==> src/rtl/lmul_pkg.sv <==
package lmul_pkg;
  localparam int XLEN        = 32;
  localparam int RIDX_W      = 3;
  localparam int EXT_W       = 16;
  localparam int EXT_SGN_BIT = 11;
  localparam int EXT_WIDE_BIT = 10;
  localparam int EXT_LO_LSB  = 12;
  localparam int EXT_HI_LSB  = 0;
  localparam int STEP_W      = $clog2(XLEN);

  typedef enum logic [1:0] {
    ST_IDLE = 2'd0,
    ST_RUN  = 2'd1,
    ST_FIN  = 2'd2,
    ST_TRAP = 2'd3
  } lmul_state_e;

  typedef struct packed {
    logic              is_signed;
    logic              is_wide;
    logic              full_ovf;
    logic [RIDX_W-1:0] lo_idx;
    logic [RIDX_W-1:0] hi_idx;
  } lmul_ctx_t;

  typedef struct packed {
    logic n;
    logic z;
    logic v;
    logic c;
  } lmul_ccr_t;
endpackage

==> src/rtl/lmul_decode.sv <==
module lmul_decode
  import lmul_pkg::*;
(
  input  logic [EXT_W-1:0] ext_word,
  input  logic             cfg_full_ovf,
  output lmul_ctx_t        ctx
);
  localparam logic [EXT_W-1:0] IDX_ONES = EXT_W'((1 << RIDX_W) - 1);
  localparam logic [EXT_W-1:0] USED_MASK =
      (EXT_W'(1) << EXT_SGN_BIT) | (EXT_W'(1) << EXT_WIDE_BIT) |
      (IDX_ONES << EXT_LO_LSB) | (IDX_ONES << EXT_HI_LSB);

  logic unused_ext;
  assign unused_ext = ^(ext_word & ~USED_MASK);

  always_comb begin
    ctx.is_signed = ext_word[EXT_SGN_BIT];
    ctx.is_wide   = ext_word[EXT_WIDE_BIT];
    ctx.full_ovf  = cfg_full_ovf;
    ctx.lo_idx    = ext_word[EXT_LO_LSB +: RIDX_W];
    ctx.hi_idx    = ext_word[EXT_HI_LSB +: RIDX_W];
  end
endmodule

==> src/rtl/lmul_core.sv <==
module lmul_core #(
  parameter int W = 32
) (
  input  logic         clk,
  input  logic         rst_n,
  input  logic         load,
  input  logic         step,
  input  logic [W-1:0] mcand_in,
  input  logic [W-1:0] mplier_in,
  output logic [2*W-1:0] prod
);
  logic [W-1:0] mcand_q, mcand_d;
  logic [W-1:0] hi_q, hi_d;
  logic [W-1:0] lo_q, lo_d;
  logic [W:0]   sum;
  logic [W-1:0] addend;

  always_comb begin
    addend  = lo_q[0] ? mcand_q : '0;
    sum     = {1'b0, hi_q} + {1'b0, addend};
    mcand_d = mcand_q;
    hi_d    = hi_q;
    lo_d    = lo_q;
    if (load) begin
      mcand_d = mcand_in;
      hi_d    = '0;
      lo_d    = mplier_in;
    end else if (step) begin
      {hi_d, lo_d} = {sum, lo_q[W-1:1]};
    end
  end

  always_ff @(posedge clk or negedge rst_n) begin
    if (!rst_n) begin
      mcand_q <= '0;
      hi_q    <= '0;
      lo_q    <= '0;
    end else if (load || step) begin
      mcand_q <= mcand_d;
      hi_q    <= hi_d;
      lo_q    <= lo_d;
    end
  end

  assign prod = {hi_q, lo_q};
endmodule

==> src/rtl/lmul_result.sv <==
module lmul_result
  import lmul_pkg::*;
#(
  parameter int W = 32
) (
  input  logic [2*W-1:0] prod_mag,
  input  logic           negate,
  input  lmul_ctx_t      ctx,
  output logic [W-1:0]   res_lo,
  output logic [W-1:0]   res_hi,
  output lmul_ccr_t      ccr
);
  logic [2*W-1:0] prod;
  logic           ovf_s;
  logic           ovf_u;

  always_comb begin
    prod   = negate ? (~prod_mag + (2*W)'(1)) : prod_mag;
    res_lo = prod[W-1:0];
    res_hi = prod[2*W-1:W];
    ovf_s  = (res_hi != {W{res_lo[W-1]}});
    ovf_u  = (res_hi != '0);
    ccr.c  = 1'b0;
    if (ctx.is_wide) begin
      ccr.n = prod[2*W-1];
      ccr.z = (prod == '0);
      ccr.v = 1'b0;
    end else begin
      ccr.n = res_lo[W-1];
      ccr.z = (res_lo == '0);
      if (ctx.full_ovf) ccr.v = ctx.is_signed ? ovf_s : ovf_u;
      else              ccr.v = 1'b0;
    end
  end
endmodule

==> src/rtl/lmul_unit.sv <==
module lmul_unit
  import lmul_pkg::*;
(
  input  logic              clk,
  input  logic              rst_n,
  input  logic              start,
  input  logic [EXT_W-1:0]  ext_word,
  input  logic [XLEN-1:0]   src_op,
  input  logic [XLEN-1:0]   opnd,
  input  logic              cfg_quad_en,
  input  logic              cfg_full_ovf,
  output logic              busy,
  output logic              done,
  output logic              trap,
  output logic              wr0_en,
  output logic [RIDX_W-1:0] wr0_idx,
  output logic [XLEN-1:0]   wr0_data,
  output logic              wr1_en,
  output logic [RIDX_W-1:0] wr1_idx,
  output logic [XLEN-1:0]   wr1_data,
  output logic              flag_n,
  output logic              flag_z,
  output logic              flag_v,
  output logic              flag_c
);
  lmul_state_e      state_q, state_d;
  logic [STEP_W-1:0] step_q, step_d;
  lmul_ctx_t        ctx_dec, ctx_q, ctx_d;
  logic             neg_q, neg_d;
  lmul_ccr_t        ccr_q, ccr_new, ccr_out;
  logic             accept, bad_wide, core_load, core_step;
  logic [XLEN-1:0]  mag_a, mag_b, res_lo, res_hi;
  logic [2*XLEN-1:0] prod_mag;

  lmul_decode u_dec (
    .ext_word     (ext_word),
    .cfg_full_ovf (cfg_full_ovf),
    .ctx          (ctx_dec)
  );

  always_comb begin
    accept    = start && (state_q == ST_IDLE);
    bad_wide  = ctx_dec.is_wide && !cfg_quad_en;
    core_load = accept && !bad_wide;
    core_step = (state_q == ST_RUN);
    mag_a = (ctx_dec.is_signed && src_op[XLEN-1]) ? (~src_op + XLEN'(1)) : src_op;
    mag_b = (ctx_dec.is_signed && opnd[XLEN-1])   ? (~opnd + XLEN'(1))   : opnd;
  end

  always_comb begin
    state_d = state_q;
    step_d  = step_q;
    ctx_d   = ctx_q;
    neg_d   = neg_q;
    unique case (state_q)
      ST_IDLE: begin
        if (accept) begin
          if (bad_wide) begin
            state_d = ST_TRAP;
          end else begin
            state_d = ST_RUN;
            step_d  = '0;
            ctx_d   = ctx_dec;
            neg_d   = ctx_dec.is_signed && (src_op[XLEN-1] ^ opnd[XLEN-1]);
          end
        end
      end
      ST_RUN: begin
        step_d = step_q + STEP_W'(1);
        if (step_q == STEP_W'(XLEN - 1)) state_d = ST_FIN;
      end
      ST_FIN:  state_d = ST_IDLE;
      ST_TRAP: state_d = ST_IDLE;
      default: state_d = ST_IDLE;
    endcase
  end

  always_ff @(posedge clk or negedge rst_n) begin
    if (!rst_n) begin
      state_q <= ST_IDLE;
      step_q  <= '0;
      ctx_q   <= '0;
      neg_q   <= 1'b0;
    end else begin
      state_q <= state_d;
      step_q  <= step_d;
      ctx_q   <= ctx_d;
      neg_q   <= neg_d;
    end
  end

  lmul_core #(.W(XLEN)) u_core (
    .clk       (clk),
    .rst_n     (rst_n),
    .load      (core_load),
    .step      (core_step),
    .mcand_in  (mag_a),
    .mplier_in (mag_b),
    .prod      (prod_mag)
  );

  lmul_result #(.W(XLEN)) u_res (
    .prod_mag (prod_mag),
    .negate   (neg_q),
    .ctx      (ctx_q),
    .res_lo   (res_lo),
    .res_hi   (res_hi),
    .ccr      (ccr_new)
  );

  always_ff @(posedge clk or negedge rst_n) begin
    if (!rst_n) begin
      ccr_q <= '0;
    end else if (state_q == ST_FIN) begin
      ccr_q <= ccr_new;
    end
  end

  always_comb begin
    busy     = (state_q != ST_IDLE);
    done     = (state_q == ST_FIN);
    trap     = (state_q == ST_TRAP);
    ccr_out  = done ? ccr_new : ccr_q;
    wr0_en   = done;
    wr0_idx  = ctx_q.lo_idx;
    wr0_data = res_lo;
    wr1_en   = done && ctx_q.is_wide && (ctx_q.hi_idx != ctx_q.lo_idx);
    wr1_idx  = ctx_q.hi_idx;
    wr1_data = res_hi;
    flag_n   = ccr_out.n;
    flag_z   = ccr_out.z;
    flag_v   = ccr_out.v;
    flag_c   = ccr_out.c;
  end
endmodule

==> config.mk <==
export PLATFORM = sky130hd
export DESIGN_NAME = lmul_unit
export DESIGN_NICKNAME = d
export VERILOG_FILES = /design/src/rtl/lmul_pkg.sv /design/src/rtl/lmul_decode.sv /design/src/rtl/lmul_core.sv /design/src/rtl/lmul_result.sv /design/src/rtl/lmul_unit.sv
export SDC_FILE = /design/constraint.sdc
export NUM_CORES = 1
export LEC_CHECK = 0
export BUFFER_PORTS_ARGS = -buffer_cell sky130_fd_sc_hd__buf_4
export CORE_UTILIZATION = 45
export DETAILED_ROUTE_END_ITERATION = 8
export HOLD_SLACK_MARGIN = 0.1
export MAX_ROUTING_LAYER = met4
export PLACE_DENSITY = 0.64
export SYNTH_ARGS = -nofsm -noshare
export SYNTH_HDL_FRONTEND = slang
export SYNTH_SLANG_ARGS = --single-unit
==> constraint.sdc <==
create_clock -name clk -period 4.57 [get_ports clk]
set_clock_uncertainty 0.05 [all_clocks]
set_input_delay 0.6855 -clock clk [delete_from_list [all_inputs] [get_ports clk]]
set_output_delay 0.6855 -clock clk [all_outputs]
set_load 0.01 [all_outputs]
; ---- After elaboration in Yosys (flattened, before gate mapping)
; Index checks and enable logic that the tools add are counted.
[classes]
muxes = 19
bitwise_logic = 5
n_eq_ne = 9
add_sub_neg = 5
reduce_logical = 24
[op_table]
columns = cell, n
row1 = 2-to-1 mux 32 bit, 7
row2 = "adder 32 x 1 -> 32 bit, second input constant", 2
row3 = "adder 64 x 1 -> 64 bit, second input constant", 1
row4 = logical NOT 64 bit, 1
row5 = 2-to-1 mux 64 bit, 1
row6 = NOT 32 bit, 2
row7 = NOT 64 bit, 1
row8 = adder 32 x 32 -> 33 bit, 1
row9 = logical NOT 32 bit, 1
row10 = inequality test 32 bit, 1
row11 = nonzero test 32 bit, 1
row12 = 2-to-1 mux 5 bit, 2
row13 = case mux 5 bit (2 select lines), 1
row14 = logical AND 1 bit, 8
row15 = 2-to-1 mux 2 bit, 3
row16 = "inequality test 2 bit, second input constant", 3
row17 = case mux 2 bit (3 select lines), 1
row18 = AND reduction 2 bit, 3
row19 = AND reduction 3 bit, 2
row20 = nonzero test 2 bit, 3
row21 = "adder 5 x 1 -> 5 bit, second input constant", 1
row22 = "== test 5 bit, second input constant", 1
row23 = "== test 2 bit, second input constant", 2
row24 = 2-to-1 mux 4 bit, 1
row25 = other kinds (10), 12
[totals]
regBits = 117
output_inout_bits = 79
in_bits = 85

; ---- Logic depth before layout (Yosys ltp)
; Gate-level depths: netlist of run 1.
[logic_depth]
word_depth = 8
depth_mapped = 15

; ---- Modules after synthesis
; From an unflattened synthesis of run 1, not the netlist that was laid out.
[unflattened]
cells_unflattened = 1223
hier_area_um2 = 10652.7
[by_module_without_submodules]
columns = mod, area_each_um2, instances, cells_each
row1 = lmul_core, 5883.1, 1, 598
row2 = lmul_unit, 2458.6, 1, 309
row3 = lmul_result, 2243.4, 1, 307
row4 = lmul_decode, 67.6, 1, 9

; ---- Worst setup path after synthesis of run 1
; No wires, ideal clock.
[synth_path]
kind = register to output
from = register u_core.lo_q[0]
to = output flag_v
slack_ns = 0.593
path_stages_with_launch = 16
t_required_ns = 3.834
arrival_ns = 3.241
path_buffers = 3
path_cell_list = dfrtp_1 -> clkbuf_1 -> clkbuf_1 -> inv_1 -> ha_1 -> clkbuf_1 -> inv_1 -> nor2_1 -> nand3_1 -> o31ai_1 -> xor2_1 -> inv_1 -> nor4_1 -> nand3_2 -> o31ai_2 -> a22oi_1
[synth_between]
elab_chain_cells = 8
[synth_rtl]
columns = element, line_no
row1 = from (decl), lmul_core.sv:14  ; logic [W-1:0] lo_q, lo_d;
row2 = from (signal assigned), lmul_core.sv:41  ; lo_q <= lo_d;
row3 = NOT 64 bit *, lmul_result.sv:18  ; prod = negate ? (~prod_mag + (2*W)'(1)) : prod_mag;
row4 = adder 64 x 1 -> 64 bit *, lmul_result.sv:18
row5 = 2-to-1 mux 64 bit *, lmul_result.sv:18
row6 = named net wr1_data[22], lmul_unit.sv:20  ; output logic [XLEN-1:0] wr1_data,
row7 = inequality test 32 bit or nonzero test 32 bit (tied branches), "lmul_result.sv:21, lmul_result.sv:22"
row8 = 2-to-1 mux 1 bit * (2 in a row), lmul_result.sv:31  ; if (ctx.full_ovf) ccr.v = ctx.is_signed ? ovf_s : ovf_u;
row9 = 2-to-1 mux 3 bit *, lmul_result.sv:24  ; if (ctx.is_wide) begin
row10 = 2-to-1 mux 4 bit *, lmul_unit.sv:123  ; ccr_out = done ? ccr_new : ccr_q;
row11 = to (decl), lmul_unit.sv:23  ; output logic flag_v,
; The timed path passes the listed nets; every way through them passes the cells marked *.

; ---- Final worst setup path of run 1
[layout_path]
from = register u_core.lo_q[8]
to = output flag_v
[layout_between]
elab_chain_cells = 8
[layout_rtl]
columns = element, line_no
row1 = NOT 64 bit *, lmul_result.sv:18
row2 = adder 64 x 1 -> 64 bit *, lmul_result.sv:18
row3 = 2-to-1 mux 64 bit *, lmul_result.sv:18
row4 = inequality test 32 bit or nonzero test 32 bit (tied branches), "lmul_result.sv:21, lmul_result.sv:22"
row5 = 2-to-1 mux 1 bit * (2 in a row), lmul_result.sv:31
row6 = 2-to-1 mux 3 bit *, lmul_result.sv:24
row7 = 2-to-1 mux 4 bit *, lmul_unit.sv:123
; Every way passes the cells marked *; elsewhere a longest branch is shown, timed or not.

==> impl_metrics.csv, run 1 <==
group,metric,value,unit
timing,rsz0062_at_grt,"true",
timing,holdWs,0.181,ns
logic_synthesis,synth_largest_area_cell,"dfrtp_1",
global_routing,grt_usage,0.295,
clocking,holdBufCountCts,0,
route,drt_iter0_markers,959,
placed_design,dp_cells,1699,
layout,n_antenna_cell,0,
logic_synthesis,synthAdderAreaFrac,0.0483,
floorplan,die_h,153,um
pwr,p_switching,4620,uW
global_routing,overflow,0,
clocking,path_clk_slew,0.06,ns
pwr,ir_drop,0.000287,V
worst_setup_path,endpoint_kind,"primary output",
logic_synthesis,syn-num-nets,1422,
timing,fin_crit_sh,0.986,
floorplan,start_util,0.464,
timing,max_freq,222,MHz
worst_setup_path,crit_type,"reg2out",
clocking,cts.sinks,117,
status,outcome,"finished clean",
layout,fin_util,0.583,
timing,slew_headroom,0.275,
worst_setup_path,max_stage_delay,0.56,ns
timing,fin_ws,0.0636,ns
route,wl_per_cell,19.2,um
floorplan,die_w,153,um
logic_synthesis,synth_cell_types,82,
pwr,p_per_area,751,nW/um2
global_routing,grt_pass1_wl,52.8,mm
logic_synthesis,synth-simple-area-share,0.251,
route,wl,33.7,mm
pwr,switching_share,0.478,
placed_design,gp_congestion,0.975,
route,dr.pass1.iters,5,
logic_synthesis,netlist_top_cells_area,"dfrtp_1 29%, o21ai_0 6.8%, xnor2_1 6.7%, nand2_1 5.4%, ha_1 4.6%",
logic_synthesis,synth_edf_count,0,
layout,fin_nets,1586,
logic_synthesis,synth_seq_cells,117,
placed_design,dp_hpwl,25.3,mm
pwr,intPower,5050,uW
logic_synthesis,ys.flop_type,"dfrtp_1",
placed_design,portBuffers,155,
global_routing,grt_antenna_before_repair,0,
layout,final_cells,1755,
worst_setup_path,crit_required,3.83,ns
pwr,clockPowerShare,0.139,
route,ant_nets,0,
clocking,insertion_delay,0.42,ns
clocking,cts_tree,"done",
floorplan,placementRows,54,
timing,worst_pin_slew,1.08,ns
clocking,clockBufferDepth,2,
logic_synthesis,synth_area,10300,um2
flow_run,drv_cap,0,
logic_synthesis,syn_area_per_cell,7.90,um2
logic_synthesis,yosys_warnings,0,
clocking,root_buffer,"clkbuf_16",
pwr,power_leakage,0.00547,uW
worst_setup_path,crit_chain,"nor4_1, buf_4, nand4_1, buf_6, nor4_1, mux2i_1, nand4_1, nor4_4, nor2_1, nor4_2, a22oi_2, buf_4",
global_routing,grt_max_degree,95,
timing,hold_violations,0,
pwr,p_comb_frac,0.636,
route,viasPerCell,6.03,
logic_synthesis,ys_async_sr_fraction,1.00,
logic_synthesis,syn_inst,1298,
layout,drive_gt1_frac,0.230,
pwr,power_frac_seq,0.225,
placed_design,post-place-ws,0.0444,ns
clocking,cts_buffers,17,
floorplan,core_area,22100,um2
logic_synthesis,synth-xor-area-share,0.112,
logic_synthesis,netlist.area_leader.share,0.285,
logic_synthesis,synthMuxAreaShare,0.000976,
floorplan,io_pins,164,
logic_synthesis,synth_top_family_by_area,"simple AND/OR/NAND/NOR gates",
route,drcViolationCount,0,
global_routing,first_global_vias,9693,
worst_setup_path,path_max_fanout,16,
worst_setup_path,slowest_stage,"nor4_1",
floorplan,dieArea,23400,um2
layout,area_growth,25.6,%
clocking,htreeDepth,4,
timing,finalSetupViolCount,0,
timing,fin_crit,4.51,ns
timing,tns,0,ns
logic_synthesis,ys_seq_area_frac,0.285,
worst_setup_path,arrival,3.77,ns
timing,slew_violations,0,
route,route.vias.total,10600,
worst_setup_path,critPathLaunchType,"flip-flop",
logic_synthesis,synth_compound_area_frac,0.249,
hold_path,hold_class,"in2async",
[state kept, by name, summed over array words and instances, names as in the netlist, 2 cells and up]
name	flops
ccr_q	4
ctx_q	3
state_q	2
step_q	5
u_core.hi_q	32
u_core.lo_q	32
u_core.mcand_q	32
wr0_idx	3
wr1_idx	3
[layout make-up]
| class | count | area, um2 |
|---|---|---|
| Clock buffer | 18 | 439 |
| Clock inverter | 14 | 150 |
| Fill cell | 2060 | 9210 |
| Inverter | 45 | 169 |
| Multi-Input combinational cell | 1050 | 7100 |
| Sequential cell | 117 | 2940 |
| Tap cell | 280 | 350 |
| Timing Repair Buffer | 231 | 1740 |
[worst paths after layout]
path                                    from           endpoint  slack (ns)  cells past startpoint
max                           u_core.lo_q[8]             flag_v        0.06                     12
min reg2reg                u_core.mcand_q[7]  u_core.mcand_q[7]        0.42                      2
max reg2reg                   u_core.lo_q[0]    u_core.hi_q[25]        0.47                     14
min                                    rst_n           ccr_q[3]        0.18                      1
min in group clk                 ext_word[2]         wr1_idx[2]        0.40                      3
max in group asynchronous              rst_n    u_core.hi_q[18]        3.43                      2
[stage by stage]
step / total power [uW] / area, um2
2_1_floorplan: 5560 / 10300
3_3_place_gp: 7740 / 11800
3_5_place_dp: 7820 / 11800
4_1_cts: 9350 / 12500
5_1_grt: 10300 / 12900
6_report: 9680 / 12900
[routing by layer]
metal | vias up | routed length (um) | track usage
met3 | 49 | 2380 | 0.0482
met1 | 4986 | 16200 | 0.424
li1 | 5113 | - | -
met4 | 0 | 615 | 0.0919
met5 | - | 0 | -
met2 | 432 | 14400 | 0.419
[Yosys cell counts (7+ instances only)]
cell      count
nor2b_1      11
buf_4         9
nand2_1     148
dfrtp_1     117
inv_1        42
ha_1         38
nor2_1       64
nand4_1      26
and2_1       39
nor4_1       35
a31oi_1      11
nor3b_1       8
a211oi_1     10
o31ai_1      23
nor3_1       37
and3_1       10
o22ai_1       7
o41ai_1      21
clkbuf_1     65
a21oi_1      63
xnor2_1      79
a21o_1       13
xor2_1       52
or3_1        19
or4_1        12
nand3_1      27
nand2b_1     20
a22oi_1      30
o21ai_0     139
[kinds of logic after synthesis]
kind of cell               after synthesis
and+or+nand+nor                        487
buffers and inverters                  131
muxes                                    1
xor gates and xnor gates               131
DFF                                    117
AOI/OAI and AO/OA                      392
adders and majority gates               39
[cell usage in the layout (no fill, tap or decap), types with 7 or more instances in the layout]
cell / synthesis / layout
nor4_4: 2 / 7
o21ai_0: 139 / 139
o22ai_1: 7 / 7
nor2b_1: 11 / 10
nand3_1: 27 / 25
o41ai_1: 21 / 13
nor4_1: 35 / 27
nand4_1: 26 / 26
nor3_1: 37 / 37
buf_4: 9 / 229
xnor2_1: 79 / 78
nor2_1: 64 / 61
a22oi_1: 30 / 29
clkbuf_16: 0 / 17
inv_1: 42 / 42
nand2b_1: 20 / 20
ha_1: 38 / 38
a31oi_1: 11 / 10
and2_1: 39 / 39
and3_1: 10 / 9
dfrtp_2: 0 / 10
dfrtp_1: 117 / 107
nand2_1: 148 / 147
o31ai_1: 23 / 21
a21oi_1: 63 / 63
o41ai_2: 3 / 9
nor3b_1: 8 / 8
or4_1: 12 / 8
xor2_1: 52 / 50
a21o_1: 13 / 13
or3_1: 19 / 17
a211oi_1: 10 / 10
[power by group through the flow]
stage,registers [uW],clock network (uW),logic (uW)
floorplan,1860,0,3700
global placement,2120,0,5620
detailed placement,2130,0,5690
CTS,2120,1360,5870
global route,2230,1410,6670
finish,2170,1350,6160
[worst max-delay path, delay by kind of cell, from the launching register on]
family | cells | cell delay, ns
multiplexers | 1 | 0.35
flip-flops | 1 | 0.45
AO/OA/AOI/OAI | 1 | 0.10
buffers and inverters | 3 | 0.56
AND/OR/NAND/NOR | 7 | 1.87
[what timing repair did]
item                                    CTS  global route
endpoints found under the setup margin    2             2
resized for setup                        18            41
buffers inserted                          9            15
pin swaps                                 5            12
Power figures use the tool's default switching activity.
==> run 2, diff against run 1 <==
--- a/config.mk
+++ b/config.mk
@@ -11,6 +11,7 @@
 export HOLD_SLACK_MARGIN = 0.1
 export MAX_ROUTING_LAYER = met4
 export PLACE_DENSITY = 0.64
+export SETUP_SLACK_MARGIN = 0.15
 export SYNTH_ARGS = -nofsm -noshare
 export SYNTH_HDL_FRONTEND = slang
 export SYNTH_SLANG_ARGS = --single-unit
==> impl_metrics.csv, run 2 (synthesis results as in run 1) <==
group,metric,value,unit
status,outcome,"finished clean",
timing,slew_headroom,0.264,
global_routing,grt_pass1_wl,54.2,mm
placed_design,place_area,11800,um2
timing,rsz0062_at_grt,"true",
floorplan,die_h,153,um
route,wl,34.7,mm
global_routing,grt_antenna_before_repair,0,
timing,max_freq,220,MHz
pwr,p_per_area,757,nW/um2
clocking,cts.sinks,117,
route,drt_iter0_markers,1009,
worst_setup_path,crit_chain,"nor4_2, buf_4, nand4_1, buf_6, buf_4, o41ai_2, xnor2_2, nor2b_1, a211oi_1, nand4b_1, nor4_2, a22oi_2, buf_4",
clocking,holdBufCountCts,0,
worst_setup_path,rr_startpoint,"u_core.lo_q[0]",
placed_design,dp_cells,1699,
timing,tns,0,ns
hold_path,hold_class,"in2async",
layout,fin_nets,1606,
worst_setup_path,r2r_slack,0.64,ns
floorplan,core_area,22100,um2
global_routing,met3_usage,0.0510,
flow_run,drv_cap,0,
route,dr.pass1.iters,6,
layout,post-route-cell-area,13100,um2
route,viasPerCell,6.11,
global_routing,overflow,0,
route,drcViolationCount,0,
clocking,cts_tree,"done",
layout,layout_commonest_cell,"buf_4",
clocking,htreeDepth,4,
worst_setup_path,slowest_stage,"o41ai_2",
floorplan,placementRows,54,
placed_design,gp_congestion,0.975,
timing,hold_violations,0,
timing,worst_pin_slew,1.10,ns
worst_setup_path,cp_common_cell,"buf_4",
layout,n_antenna_cell,0,
worst_setup_path,critPathLaunchType,"flip-flop",
global_routing,grt_max_degree,95,
timing,finalSetupViolCount,0,
layout,final_cell_mix,"248 x buf_4, 147 x nand2_1, 139 x o21ai_0",
worst_setup_path,crit_type,"reg2out",
global_routing,busiest_layer,"met1",
layout,multiInputGateArea,7200,um2
worst_setup_path,path_max_fanout,7,
clocking,root_buffer,"clkbuf_16",
route,route.vias.total,10800,
worst_setup_path,arrival,3.80,ns
placed_design,dp_hpwl,25.3,mm
timing,fin_crit_sh,0.993,
clocking,clockBufferDepth,2,
timing,holdWs,0.178,ns
layout,nFillCells,2034,
timing,fin_crit,4.54,ns
floorplan,dieArea,23400,um2
route,ant_nets,0,
layout,reg_top3,"u_core.hi_q x32, u_core.lo_q x32, u_core.mcand_q x32",
global_routing,use_met1,0.434,
pwr,ir_drop,0.000275,V
floorplan,io_pins,164,
worst_setup_path,reg2regPathDepth,14,
global_routing,met2_usage,0.432,
pwr,power_leakage,0.00561,uW
clocking,path_clk_slew,0.06,ns
placed_design,portBuffers,155,
timing,slew_violations,0,
layout,area_growth,28.2,%
floorplan,die_w,153,um
worst_setup_path,endpoint_kind,"primary output",
route,wl_per_cell,19.6,um
global_routing,first_global_vias,9829,
worst_setup_path,reg2reg_to,"u_core.hi_q[25]",
layout,drive_gt1_frac,0.253,
layout,final_cells,1775,
worst_setup_path,crit_required,3.83,ns
clocking,insertion_delay,0.43,ns
global_routing,grt_usage,0.302,
layout,fin_util,0.595,
clocking,cts_buffers,17,
worst_setup_path,max_stage_delay,0.45,ns
layout,seqCellArea,2950,um2
floorplan,start_util,0.464,
[run 2: changes by cell type in the layout (fill, tap and decap cells not counted), sizes merged]
cell / delta
buf: +20
[run 2: critical path, delay by kind of cell (launching register included)]
family	cells	cell delay, ns
AOI/OAI and AO/OA	3	0.87
xor gates and xnor gates	1	0.20
buffers and inverters	4	0.70
DFF	1	0.44
and+or+nand+nor	5	1.17
[run 2: worst max-delay path by stage]
| stage | start | to | depth (start not counted) |
|---|---|---|---|
| 2_1_floorplan | u_core.lo_q[0] | flag_v | 15 |
| 3_3_place_gp | u_core.lo_q[16] | flag_z | 11 |
| 3_5_place_dp | u_core.lo_q[16] | flag_z | 11 |
| 4_1_cts | u_core.lo_q[8] | flag_z | 12 |
| 5_1_grt | u_core.lo_q[7] | flag_v | 13 |
| 6_report | u_core.lo_q[7] | flag_v | 13 |
[run 2: per-layer routing]
layer  routed length, um  share of wire
met5                   0              0
met4                 682          0.020
met3                2660          0.077
met2               14900           0.43
met1               16500           0.47
[run 2: cell type report]
| type | instances | area share |
|---|---|---|
| sequential | 117 | 0.224 |
| timing repair buffer | 251 | 0.144 |
| inverter | 45 | 0.0128 |
| multi-input combinational | 1050 | 0.548 |
| tap | 280 | 0.0267 |
| clock buffer | 18 | 0.0334 |
| clock inverter | 14 | 0.0114 |
[run 2: what timing repair did]
| item | in CTS | in global routing |
|---|---|---|
| setup buffers | 30 | 13 |
| pin swaps | 17 | 14 |
| hold endpoints to repair | 0 | 0 |
| endpoints found under the setup margin | 2 | 3 |
| cloned | 0 | 1 |
| resized for setup | 42 | 38 |
[run 2: through the flow]
stage	worst slack, ns	power [uW]
final	0.0321	9950
after floorplan	0.593	5560
after CTS	0.147	9560
after global routing	-0.0990	10600
after global placement	0.207	7740
after detailed placement	0.0444	7820
[run 2: power by group]
part           switching (uW)  internal (uW)
clock network             528            821
logic                    3600           2850
registers                 639           1520
==> run 3, diff against run 2 <==
--- a/config.mk
+++ b/config.mk
@@ -6,6 +6,7 @@
 export NUM_CORES = 1
 export LEC_CHECK = 0
 export BUFFER_PORTS_ARGS = -buffer_cell sky130_fd_sc_hd__buf_4
+export CORE_MARGIN = 10
 export CORE_UTILIZATION = 45
 export DETAILED_ROUTE_END_ITERATION = 8
 export HOLD_SLACK_MARGIN = 0.1
@@ -14,4 +15,5 @@
 export SETUP_SLACK_MARGIN = 0.15
 export SYNTH_ARGS = -nofsm -noshare
 export SYNTH_HDL_FRONTEND = slang
+export SYNTH_HIERARCHICAL = 1
 export SYNTH_SLANG_ARGS = --single-unit
==> impl_metrics.csv, run 3 <==
group,metric,value,unit
status,outcome,"finished clean",
pwr,finalPower,10300,uW
clocking,htreeDepth,4,
global_routing,first_global_vias,9729,
timing,slew_violations,0,
logic_synthesis,synth-simple-area-share,0.237,
global_routing,grt_pass1_wl,52.4,mm
logic_synthesis,netlist.area_leader.share,0.275,
global_routing,grt_antenna_before_repair,0,
timing,tns,0,ns
pwr,power_leakage,0.00600,uW
placed_design,place_area,12100,um2
worst_setup_path,crit_chain,"or4_1, or4_1, o41ai_2, xnor2_1, nor4_1, buf_4, nand4_1, and4b_1, nand2_1, nand2_2, buf_4",
pwr,p_per_area,759,nW/um2
route,ant_nets,0,
pwr,p_switching,4800,uW
logic_synthesis,ys_seq_area_frac,0.275,
logic_synthesis,syn_inst,1223,
layout,final_cell_mix,"235 x buf_4, 106 x nand2_1, 99 x dfrtp_1",
hold_path,hold_class,"in2async",
worst_setup_path,max_stage_delay,0.60,ns
logic_synthesis,synth_compound_area_frac,0.188,
logic_synthesis,syn_area_per_cell,8.71,um2
clocking,cts_buffers,17,
logic_synthesis,synth.most_common_cell,"dfrtp_1",
floorplan,core_area,23400,um2
worst_setup_path,crit_required,3.83,ns
route,drcViolationCount,0,
floorplan,io_pins,164,
timing,max_freq,224,MHz
route,dr.pass1.iters,5,
logic_synthesis,netlist_top_cells_area,"dfrtp_1 27%, xnor2_1 6.7%, xor2_1 4.9%, mux2i_1 4.6%, ha_1 4.3%",
clocking,cts.sinks,117,
layout,layout_commonest_cell,"buf_4",
worst_setup_path,path_max_fanout,7,
clocking,holdBufCountCts,0,
floorplan,die_h,174,um
layout,reg_top3,"u_core/hi_q x32, u_core/lo_q x32, u_core/mcand_q x32",
timing,fin_crit_sh,0.976,
logic_synthesis,synth_common_cells,"117 x dfrtp_1, 109 x nand2_1, 82 x xnor2_1",
layout,final_cells,1740,
logic_synthesis,synthAdderAreaFrac,0.0453,
worst_setup_path,r2r_slack,1.09,ns
pwr,power_frac_seq,0.233,
logic_synthesis,synth_top_family_by_area,"simple AND/OR/NAND/NOR gates",
pwr,ir_drop,0.000355,V
timing,slew_headroom,0.320,
logic_synthesis,synthMuxAreaShare,0.0894,
pwr,switching_share,0.464,
clocking,clockBufferDepth,2,
flow_run,drv_cap,0,
logic_synthesis,synth-xor-area-share,0.117,
layout,area_growth,27.9,%
floorplan,placementRows,56,
timing,fin_crit,4.46,ns
clocking,root_buffer,"clkbuf_16",
logic_synthesis,synth_seq_cells,117,
route,drt_iter0_markers,726,
global_routing,overflow,0,
floorplan,start_util,0.455,
worst_setup_path,reg2regPathDepth,12,
route,wl,32.9,mm
floorplan,dieArea,30200,um2
pwr,intPower,5550,uW
timing,rsz0062_at_grt,"true",
logic_synthesis,synth_edf_count,0,
clocking,insertion_delay,0.42,ns
global_routing,grt_max_degree,80,
pwr,clockPowerShare,0.133,
global_routing,grt_usage,0.214,
route,wl_per_cell,18.9,um
timing,worst_pin_slew,1.02,ns
clocking,cts_tree,"done",
placed_design,dp_hpwl,24.8,mm
pwr,p_comb_frac,0.634,
clocking,path_clk_slew,0.06,ns
logic_synthesis,synth_area,10700,um2
route,route.vias.total,10200,
layout,n_antenna_cell,0,
logic_synthesis,ys_async_sr_fraction,1.00,
worst_setup_path,rr_startpoint,"u_core/lo_q[5]",
timing,finalSetupViolCount,0,
layout,fin_nets,1532,
logic_synthesis,ys.flop_type,"dfrtp_1",
worst_setup_path,endpoint_kind,"primary output",
worst_setup_path,slowest_stage,"or4_1",
floorplan,die_w,174,um
worst_setup_path,arrival,3.73,ns
worst_setup_path,crit_type,"reg2out",
worst_setup_path,reg2reg_to,"ccr_q[2]",
timing,holdWs,0.366,ns
logic_synthesis,syn-num-nets,1346,
layout,drive_gt1_frac,0.312,
logic_synthesis,synth_cell_types,98,
timing,hold_violations,0,
worst_setup_path,critPathLaunchType,"flip-flop",
logic_synthesis,synth_largest_area_cell,"dfrtp_1",
placed_design,portBuffers,155,
logic_synthesis,yosys_warnings,6,
placed_design,gp_congestion,0.908,
placed_design,dp_cells,1661,
layout,post-route-cell-area,13600,um2
route,viasPerCell,5.84,
[run 3: cell types whose count changed after synthesis, sizes merged, moves of 25 or more]
| cell | change |
|---|---|
| clkbuf | -25 |
| o21ai | -70 |
| nand2 | -38 |
| mux2 | +41 |
| mux2i | +48 |
| a22oi | -29 |
[run 3: worst max path at each step]
| stage | from | to | slack (ns) | cells after the start |
|---|---|---|---|---|
| after floorplan | u_core/lo_q[0] | flag_v | 0.59 | 13 |
| after global placement | u_core/hi_q[2] | flag_z | 0.28 | 13 |
| after detailed placement | u_core/hi_q[2] | flag_v | 0.28 | 13 |
| after CTS | u_core/lo_q[1] | flag_z | 0.12 | 16 |
| after global routing | u_core/lo_q[28] | flag_z | -0.02 | 14 |
| final | u_core/lo_q[5] | flag_z | 0.11 | 11 |
[run 3: what timing repair did]
action / 4_1_cts / 5_1_grt
pin swaps: 40 / 21
gates resized for setup: 65 / 34
buffers inserted: 34 / 14
endpoints found under the setup margin: 2 / 3
hold endpoints to repair: 0 / 0
[run 3: metal layers]
metal | track usage | wire (um)
met4 | 0.0435 | 480
met2 | 0.323 | 14800
met3 | 0.0403 | 2110
met5 | - | 0
met1 | 0.293 | 15500
[run 3: kinds of logic after synthesis]
family | after synthesis
flip-flops | 117
multiplexers | 90
adder cells (fa/ha/maj) | 38
AO/OA/AOI/OAI | 281
XOR/XNOR | 142
other | 1
AND/OR/NAND/NOR | 446
buffers and inverters | 108
[run 3: power by group through the flow]
stage / Combinational (uW) / Sequential (uW) / Clock (uW)
3_5_place_dp: 5940 / 2310 / 0
5_1_grt: 7150 / 2500 / 1450
6_report: 6560 / 2410 / 1370
4_1_cts: 6350 / 2350 / 1400
3_3_place_gp: 5870 / 2280 / 0
2_1_floorplan: 3990 / 2060 / 0
[run 3: final cells by class]
| cell class | instances | area [um2] |
|---|---|---|
| Fill cell | 2116 | 9780 |
| Multi-Input combinational cell | 998 | 7710 |
| Sequential cell | 117 | 2950 |
| Timing Repair Buffer | 240 | 1830 |
| Clock buffer | 17 | 425 |
| Tap cell | 319 | 399 |
| Clock inverter | 14 | 176 |
| Inverter | 35 | 133 |
[run 3: per-stage QoR]
stage	util	setup WS, ns
floorplan	-	0.591
global placement	0.518	0.276
detailed placement	0.518	0.281
CTS	0.570	0.120
global route	0.582	-0.0226
finish	0.582	0.109
[run 3: worst max-delay path, delay by kind of cell (launching register included)]
kind,cells,cell delay [ns]
flops,1,0.47
buf+inv,2,0.29
simple gates,7,2.00
compound gates,1,0.37
xor+xnor,1,0.17
